### src/rtl/cardClkGenPkg.sv
`timescale 1ns/1ps
package cardClkGenPkg;
  typedef enum logic [1:0] {
    BUS_1BIT = 2'b00,
    BUS_4BIT = 2'b01,
    BUS_8BIT = 2'b10
  } busMode_e;

  // strobes from control to datapath
  typedef struct packed {
    logic run;       // divider may start or continue toggling
    logic bypassOn;  // master clock routed to the card
  } ctlStb_t;
endpackage

### src/rtl/cardClkGenCtl.sv
`timescale 1ns/1ps
module cardClkGenCtl
  import cardClkGenPkg::*;
#(
  parameter int DIV_W     = 8,
  parameter bit HAS_WIDE8 = 1'b1
) (
  input  logic             clk,
  input  logic             rstN,
  input  logic             cfgWr,
  input  logic [DIV_W-1:0] cfgDiv,
  input  logic             cfgEnable,
  input  logic             cfgBypass,
  input  logic             cfgPwrSave,
  input  logic             cfgWide4,
  input  logic             cfgWide8,
  input  logic             busIdle,
  output ctlStb_t          ctlBus,
  output logic [DIV_W-1:0] shadowDiv,
  output busMode_e         busMode
);
  logic enQ, bypQ, psQ, w4Q, w8Eff, sleepNow;

  always_ff @(posedge clk or negedge rstN) begin
    if (!rstN) begin
      shadowDiv <= '0;
      enQ       <= 1'b0;
      bypQ      <= 1'b0;
      psQ       <= 1'b0;
      w4Q       <= 1'b0;
    end else if (cfgWr) begin
      shadowDiv <= cfgDiv;
      enQ       <= cfgEnable;
      bypQ      <= cfgBypass;
      psQ       <= cfgPwrSave;
      w4Q       <= cfgWide4;
    end
  end

  generate
    if (HAS_WIDE8) begin : genWide8
      logic w8Q;
      always_ff @(posedge clk or negedge rstN) begin
        if (!rstN)      w8Q <= 1'b0;
        else if (cfgWr) w8Q <= cfgWide8;
      end
      assign w8Eff = w8Q;
    end else begin : genNoWide8
      logic unusedWide8;
      assign unusedWide8 = cfgWide8;
      assign w8Eff = 1'b0;
    end
  endgenerate

  assign sleepNow = psQ & busIdle;

  always_comb begin
    ctlBus.run      = enQ & ~bypQ & ~sleepNow;
    ctlBus.bypassOn = enQ &  bypQ & ~sleepNow;
    if (w8Eff)    busMode = BUS_8BIT;
    else if (w4Q) busMode = BUS_4BIT;
    else          busMode = BUS_1BIT;
  end
endmodule

### src/rtl/cardClkGenDp.sv
`timescale 1ns/1ps
module cardClkGenDp
  import cardClkGenPkg::*;
#(
  parameter int DIV_W = 8
) (
  input  logic             clk,
  input  logic             rstN,
  input  ctlStb_t          ctlBus,
  input  logic [DIV_W-1:0] shadowDiv,
  output logic             divLevel,
  output logic             cardClk,
  output logic             riseStb,
  output logic             fallStb
);
  logic [DIV_W-1:0] phaseCnt, activeDiv;
  logic riseQ, fallQ, halt, wrap;

  // a stop is only honoured while the divided clock is low
  assign halt = ~divLevel & ~ctlBus.run;
  assign wrap = (phaseCnt == activeDiv);

  always_ff @(posedge clk or negedge rstN) begin
    if (!rstN) begin
      phaseCnt  <= '0;
      activeDiv <= '0;
      divLevel  <= 1'b0;
      riseQ     <= 1'b0;
      fallQ     <= 1'b0;
    end else if (halt) begin
      phaseCnt  <= '0;
      activeDiv <= shadowDiv;
      riseQ     <= 1'b0;
      fallQ     <= 1'b0;
    end else if (wrap) begin
      phaseCnt  <= '0;
      activeDiv <= shadowDiv;
      divLevel  <= ~divLevel;
      riseQ     <= ~divLevel;
      fallQ     <=  divLevel;
    end else begin
      phaseCnt  <= phaseCnt + 1'b1;
      riseQ     <= 1'b0;
      fallQ     <= 1'b0;
    end
  end

  assign cardClk = ctlBus.bypassOn ? clk  : divLevel;
  assign riseStb = ctlBus.bypassOn | riseQ;
  assign fallStb = ctlBus.bypassOn | fallQ;
endmodule

### src/rtl/cardClkGen.sv
`timescale 1ns/1ps
module cardClkGen
  import cardClkGenPkg::*;
#(
  parameter int DIV_W     = 8,
  parameter bit HAS_WIDE8 = 1'b1
) (
  input  logic             clk,
  input  logic             rstN,
  input  logic             cfgWr,
  input  logic [DIV_W-1:0] cfgDiv,
  input  logic             cfgEnable,
  input  logic             cfgBypass,
  input  logic             cfgPwrSave,
  input  logic             cfgWide4,
  input  logic             cfgWide8,
  input  logic             busIdle,
  output logic             cardClk,
  output logic             riseStb,
  output logic             fallStb,
  output logic [1:0]       busMode
);
  ctlStb_t          ctlBus;
  logic [DIV_W-1:0] shadowDiv;
  busMode_e         modeEnum;
  logic             divLevel;

  cardClkGenCtl #(.DIV_W(DIV_W), .HAS_WIDE8(HAS_WIDE8)) uCtl (
    .clk(clk), .rstN(rstN), .cfgWr(cfgWr), .cfgDiv(cfgDiv),
    .cfgEnable(cfgEnable), .cfgBypass(cfgBypass), .cfgPwrSave(cfgPwrSave),
    .cfgWide4(cfgWide4), .cfgWide8(cfgWide8), .busIdle(busIdle),
    .ctlBus(ctlBus), .shadowDiv(shadowDiv), .busMode(modeEnum)
  );

  cardClkGenDp #(.DIV_W(DIV_W)) uDp (
    .clk(clk), .rstN(rstN), .ctlBus(ctlBus), .shadowDiv(shadowDiv),
    .divLevel(divLevel), .cardClk(cardClk), .riseStb(riseStb), .fallStb(fallStb)
  );

  assign busMode = modeEnum;
endmodule

### config.mk
export PLATFORM = sky130hd
export DESIGN_NAME = cardClkGen
export DESIGN_NICKNAME = d
export VERILOG_FILES = /design/src/rtl/cardClkGenPkg.sv /design/src/rtl/cardClkGenCtl.sv /design/src/rtl/cardClkGenDp.sv /design/src/rtl/cardClkGen.sv
export SDC_FILE = /design/constraint.sdc
export NUM_CORES = 1
export LEC_CHECK = 0
export BUFFER_PORTS_ARGS = -buffer_cell sky130_fd_sc_hd__buf_2
export CAP_MARGIN = 0
export CORE_MARGIN = 3
export CORE_UTILIZATION = 46
export DETAILED_ROUTE_END_ITERATION = 10
export PLACE_DENSITY = 0.79
export SLEW_MARGIN = 0
export SYNTH_ARGS = -nofsm -noshare
export SYNTH_HDL_FRONTEND = slang
export SYNTH_SLANG_ARGS = --single-unit
### constraint.sdc
create_clock -name clk -period 1.6 [get_ports clk]
set_clock_uncertainty 0.1 [all_clocks]
set_input_delay 0 -clock clk [delete_from_list [all_inputs] [get_ports clk]]
set_output_delay 0 -clock clk [all_outputs]
set_load 0.01 [all_outputs]
Yosys cells after proc, flatten, opt, wreduce, memory -nomap -nowiden
Index checks and enable logic that the tools add are counted.
{"block": "classes", "mux": 11, "n_reduce_logical": 2, "shifts": 0, "eq_ne": 1, "add_sub_neg": 1, "order_cmp": 0, "bitwise": 13, "n_div": 0, "n_mul": 0}
{"cell": "$mux 8", "count": 4}
{"cell": "$add 8x1->8 const B", "count": 1}
{"cell": "$eq 8x8->1", "count": 1}
{"cell": "$and 1x1->1", "count": 6}
{"cell": "$mux 1", "count": 6}
{"cell": "$not 1->1", "count": 5}
{"cell": "$mux 2", "count": 1}
{"cell": "$or 1x1->1", "count": 2}
{"cell": "$reduce_and 2->1", "count": 1}
{"cell": "$reduce_bool 2->1", "count": 1}
{"block": "word_totals", "regBits": 32, "romBits": 0, "word_cells": 39, "out_inout_bits": 5, "ram_bits": 0, "mem_count": 0, "in_bits": 17, "latch_bits": 0}

Longest topological paths before layout
Gate-level depths: netlist of the first run.
{"block": "logic_depth", "word_depth": 7, "mapped_depth": 6, "ltp_nobuf": 5}

Modules after synthesis
Synthesis of the first run repeated with hierarchy kept, for this count alone.
{"block": "hier_totals", "cells_unflattened": 104, "hier_area_um2": 1445.1}
{"module": "cardClkGenDp", "cells_each": 70, "seq_area_each_um2": 475.5, "instances": 1, "area_each_um2": 900.9}
{"module": "cardClkGenCtl", "cells_each": 34, "seq_area_each_um2": 325.3, "instances": 1, "area_each_um2": 544.3}

==> flow_summary.ini, run 1 <==
[synth]
ys_async_sr_fraction = 1.000
post-synth-top-count-cell = dfrtp_1
synth-seq-cells = 32
synth_edf_count = 0
netlist.area_leader.share = 0.5725
synthDistinctLibCells = 25
syn_avg_cell_area_um2 = 13.20
syn_nets = 124
syn_area_um2 = 1399
synthCells = 106
yosysWarningCount = 0
synth_area_leaders = dfrtp_1 57%, mux2_2 15%, xnor2_1 6.3%
ys_top_cells_by_count = 32 x dfrtp_1, 19 x mux2_2, 10 x xnor2_1
synth_ff_type = dfrtp_1
synth_top_area_cell = dfrtp_1
yosysSeqAreaShare = 0.5725

[pwr]
switchingPower_mw = 0.8922
p_int_mw = 2.048
p_per_area_nw_per_um2 = 1359
swShare = 0.3035
ir_drop_uv = 954.7
pwr-share-seq = 0.388
power_leakage_nw = 1.055
comb_power_share = 0.377
clock_power_share = 0.235

[final_layout]
fin_area_um2 = 2163
area_delta_synth_final_pct = 54.65
final_core_util = 0.7647
drive_gt1_frac = 0.4624
antenna_cells = 0
final_nets = 204
fill_cells = 183

[global_route]
grt_max_degree = 33
grt_usage = 0.2284
grt-ovfl-total = 0
antenna_found_initial = 0
grt_pass1_vias = 1284
grt_first_pass_wirelength_um = 5706

[detailed_routing]
drt_wl_total_um = 3755
ant_nets = 0
post_drt_wl_per_cell_um = 17.30
drc_errors = 0
dr_total_vias = 1136
via_per_inst = 5.235
first_pass_iters = 5
drtIter0Drc = 34

[clocking]
path_clk_slew_ns = 0.10
cts_tree = yes
clk_latency_ns = 0.44

[setup_path]
r2r_slack_ns = -0.16
start_kind = flop
crit_fanout = 10
crit_arrival_ns = 2.00
endpoint_kind = flop
required_ns = 1.83
crit_type = flop to flop

[job]
maxCapViolCount = 0

[placement]
hpwl_um = 1874
io_buffers = 21
dp_slack_ns = -0.1086
gp_congestion = 0.8427
placed_area_um2 = 1645

[status]
status = finished, violations left
violations = negative setup slack

[timing]
maxSlewHeadroom = 0.5232
drv_slew = 0
period_share = 1.103
timing.fmax_mhz = 566.6
fin_crit_ns = 1.765
max_slew.worst_pin.slew_ns = 0.7152
hold_viol_final = 0
finalWorstSetupSlack_ns = -0.1650
rsz0062_at_grt = true
setup_viol = 15

[floorplan]
start_util = 0.4945
rows = 19
design.core.area_um2 = 2829
ios = 22
die_y_um = 61.15
die-width_um = 61.15
dieArea_um2 = 3739

[hold_path]
hold_path.class = primary input to asynchronous set/reset pin
[power groups by stage]
stage                     logic (mW)  registers, mW  clock network (mW)
after CTS                      0.943           1.10               0.669
after floorplan                0.493           1.08              0.0252
after global routing            1.17           1.16               0.747
final                           1.11           1.14               0.690
after global placement         0.758           1.10              0.0374
after detailed placement       0.794           1.11              0.0373
[flip-flops by register name, indices dropped and copies added, names as in the netlist]
| name | flops |
|---|---|
| uCtl.bypQ | 1 |
| uCtl.enQ | 1 |
| uCtl.genWide8.w8Q | 1 |
| uCtl.psQ | 1 |
| uCtl.shadowDiv | 8 |
| uCtl.w4Q | 1 |
| uDp.activeDiv | 8 |
| uDp.divLevel | 1 |
| uDp.fallQ | 1 |
| uDp.phaseCnt | 8 |
| uDp.riseQ | 1 |
[per-layer routing]
layer,vias to the layer above,wire (um),track usage
met3,11,146,0.09224
met5,-,0,0
li1,525,-,-
met2,34,2164,0.4048
met4,0,86,0.1269
met1,566,1357,0.2242
[critical path, cell delays in order (launching register included)]
cell     delay (ns)
dfrtp_1        0.43
xnor2_2        0.21
and4_1         0.27
a21o_1         0.17
buf_12         0.15
mux2_2         0.33
[what timing repair did]
item | 4_1_cts | 5_1_grt
gates resized for setup | 6 | 12
endpoints found under the setup margin | 9 | 27
hold endpoints to repair | 46 | 0
hold buffers | 29 | 0
pin swaps | 2 | 5
setup buffers | 2 | 5
[worst paths after layout]
| kind | start | end | cells past startpoint |
|---|---|---|---|
| worst max-delay path | uDp.activeDiv[5] | uDp.activeDiv[0] | 5 |
| worst min-delay path | rstN | uDp.activeDiv[1] | 2 |
| worst max register to register | uDp.activeDiv[5] | uDp.activeDiv[0] | 5 |
| worst min register to register | uCtl.shadowDiv[7] | uDp.activeDiv[7] | 1 |
| max in group asynchronous | rstN | uCtl.psQ | 2 |
| min in group clk | clk | cardClk | 4 |
[stage by stage]
step,hold slack (ns),std cells,total power [mW],setup TNS [ns]
final,0.05611,217,2.940,-1.315
after global routing,0.08964,217,3.076,-1.958
after CTS,0.05756,212,2.714,-0.7760
after detailed placement,-0.01652,171,1.941,-0.7701
after global placement,-0.02919,171,1.896,-0.4326
after floorplan,-0.3956,106,1.601,-0.1248
[layout by cell type, fill, tap and decap left out, types with 2 or more instances in the layout]
| cell type | count |
|---|---|
| a21o_1 | 2 |
| and3_1 | 3 |
| and4_1 | 2 |
| buf_2 | 19 |
| buf_4 | 23 |
| clkbuf_4 | 9 |
| clkbuf_8 | 2 |
| dfrtp_1 | 32 |
| dlygate4sd3_1 | 29 |
| inv_1 | 2 |
| mux2_2 | 14 |
| mux2_4 | 7 |
| nand2_1 | 3 |
| nand2b_1 | 2 |
| nand3_1 | 2 |
| nand4_1 | 3 |
| nor2_1 | 7 |
| xnor2_1 | 4 |
| xnor2_2 | 6 |
| xor2_1 | 4 |
[area by class of cell]
cell class              count  area, um2  share of cell area
clock buffers              11      98.84             0.04569
multi-input cells          68      631.9              0.2921
flip-flops and latches     32      800.8              0.3702
well taps                  31      38.79             0.01793
inverters                   2      7.507            0.003470
repair buffers             73      585.6              0.2707
[logic make-up after synthesis]
group	after synthesis	share of synthesized area
multiplexers	21	0.1744
buffers and inverters	6	0.03220
adder cells (fa/ha/maj)	1	0.008943
XOR/XNOR	14	0.08765
AND/OR/NAND/NOR	27	0.1011
flip-flops	32	0.5725
AO/OA/AOI/OAI	5	0.02325
No activity file was read; power rests on OpenSTA's default activity.
==> inputs of run 2 (changes only) <==
HOLD_SLACK_MARGIN = 0.1   (was not set)
==> flow_summary.ini, run 2 (synthesis gave the netlist of run 1 again) <==
[status]
status = finished, violations left
violations = negative setup slack

[floorplan]
rows = 19
dieArea_um2 = 3739
design.core.area_um2 = 2829
die-width_um = 61.15
ios = 22
die_y_um = 61.15
start_util = 0.4945

[detailed_routing]
drc_errors = 0
dr_total_vias = 1149
post_drt_wl_per_cell_um = 17.19
drt_wl_total_um = 3747
ant_nets = 0
via_per_inst = 5.271
drtIter0Drc = 33
first_pass_iters = 5

[timing]
hold_viol_final = 0
max_slew.worst_pin.slew_ns = 0.7153
finalWorstSetupSlack_ns = -0.1732
setup_viol = 15
fin_crit_ns = 1.773
period_share = 1.108
rsz0062_at_grt = true
timing.fmax_mhz = 564.0
maxSlewHeadroom = 0.5231
setup_tns_ns = -1.394
drv_slew = 0

[clocking]
path_clk_slew_ns = 0.09
clk_latency_ns = 0.44
cts_tree = yes

[pwr]
power_leakage_nw = 1.059
p_per_area_nw_per_um2 = 1356
ir_drop_uv = 961.9
total_power_mw = 2.947

[global_route]
grt_first_pass_wirelength_um = 5720
grt-ovfl-total = 0
antenna_found_initial = 0
grt_max_degree = 33
grt_pass1_vias = 1284
grt_usage = 0.2293

[placement]
gp_congestion = 0.8427
hpwl_um = 1874
dp_slack_ns = -0.1086
placed_cells = 171
io_buffers = 21

[hold_path]
hold_path.class = clock port to output pin

[setup_path]
slowest_stage = dfrtp_1
start_kind = flop
endpoint_kind = flop
required_ns = 1.83
path_cells = xnor2_2 > and4_1 > a21o_1 > buf_12 > mux2_2
crit_type = flop to flop
cp_slowest_stage_delay_ns = 0.44
crit_arrival_ns = 2.00
r2r_slack_ns = -0.17
crit_fanout = 10

[final_layout]
final_cell_mix = 32 x dfrtp_1, 30 x dlygate4sd3_1, 23 x buf_4, 19 x buf_2, 14 x mux2_2
antenna_cells = 0
area_delta_synth_final_pct = 55.37
reg.largest.list = uCtl.shadowDiv: 8 flops, uDp.activeDiv: 8 flops, uDp.phaseCnt: 8 flops
final_cells = 218
regArea_um2 = 800.8
multi_input_area_um2 = 631.9
drive_gt1_frac = 0.4599
final_nets = 205
layout_commonest_cell = dfrtp_1
fill_cells = 182

[job]
maxCapViolCount = 0
run 2: cell types whose count changed in the layout (fill, tap and decap cells not counted):
cell	change
dlygate4sd3_1	+1
run 2: layout make-up:
class | instances | share of cell area
tap | 31 | 0.01785
sequential | 32 | 0.3685
inverter | 2 | 0.003454
timing repair buffer | 74 | 0.2740
clock buffer | 11 | 0.04548
multi-input combinational | 68 | 0.2907
run 2: stage by stage:
stage,util,hold WS [ns],instance area [um2]
final,0.7682,0.3361,2173
after global routing,0.7682,0.3557,2173
after CTS,0.7333,0.3747,2074
after detailed placement,0.5816,-0.01652,1645
after global placement,0.5816,-0.02919,1645
after floorplan,-,-0.3956,1399
run 2: path summary, 6_finish.rpt:
kind | start | end | cells past startpoint
worst max-delay path | uDp.activeDiv[5] | uDp.activeDiv[0] | 5
worst min-delay path | clk | cardClk | 4
worst max register to register | uDp.activeDiv[5] | uDp.activeDiv[0] | 5
worst min register to register | uCtl.shadowDiv[5] | uDp.activeDiv[5] | 1
max in group asynchronous | rstN | uDp.phaseCnt[5] | 3
min in group asynchronous | rstN | uCtl.shadowDiv[1] | 3
run 2: metal layers:
layer | vias to the layer above | global-route usage | wire length [um] | share of wire
met1 | 574 | 0.2242 | 1374 | 0.37
met5 | - | 0 | 0 | 0
met4 | 0 | 0.1269 | 72 | 0.019
li1 | 526 | - | - | -
met3 | 11 | 0.09224 | 153 | 0.041
met2 | 38 | 0.4079 | 2147 | 0.57
run 2: report_power, final:
group / switching (mW) / internal (mW)
clock: 0.311 / 0.381
combinational: 0.414 / 0.698
sequential: 0.173 / 0.971
total: 0.897 / 2.05
run 2: timing repair:
item                                    CTS  global route
pin swaps                                 2             5
hold buffers                             30             0
gates resized for setup                   6            12
setup buffers                             2             5
gates cloned                              0             0
endpoints found under the setup margin    9            27
hold endpoints to repair                 46             0
run 2: worst max-delay path: cells and delay by family, from the launching register on:
family                    cells  cell delay [ns]
muxes                         1             0.33
AOI/OAI and AO/OA             1             0.17
buffers and inverters         1             0.15
DFF                           1             0.44
and+or+nand+nor               1             0.27
xor gates and xnor gates      1             0.21
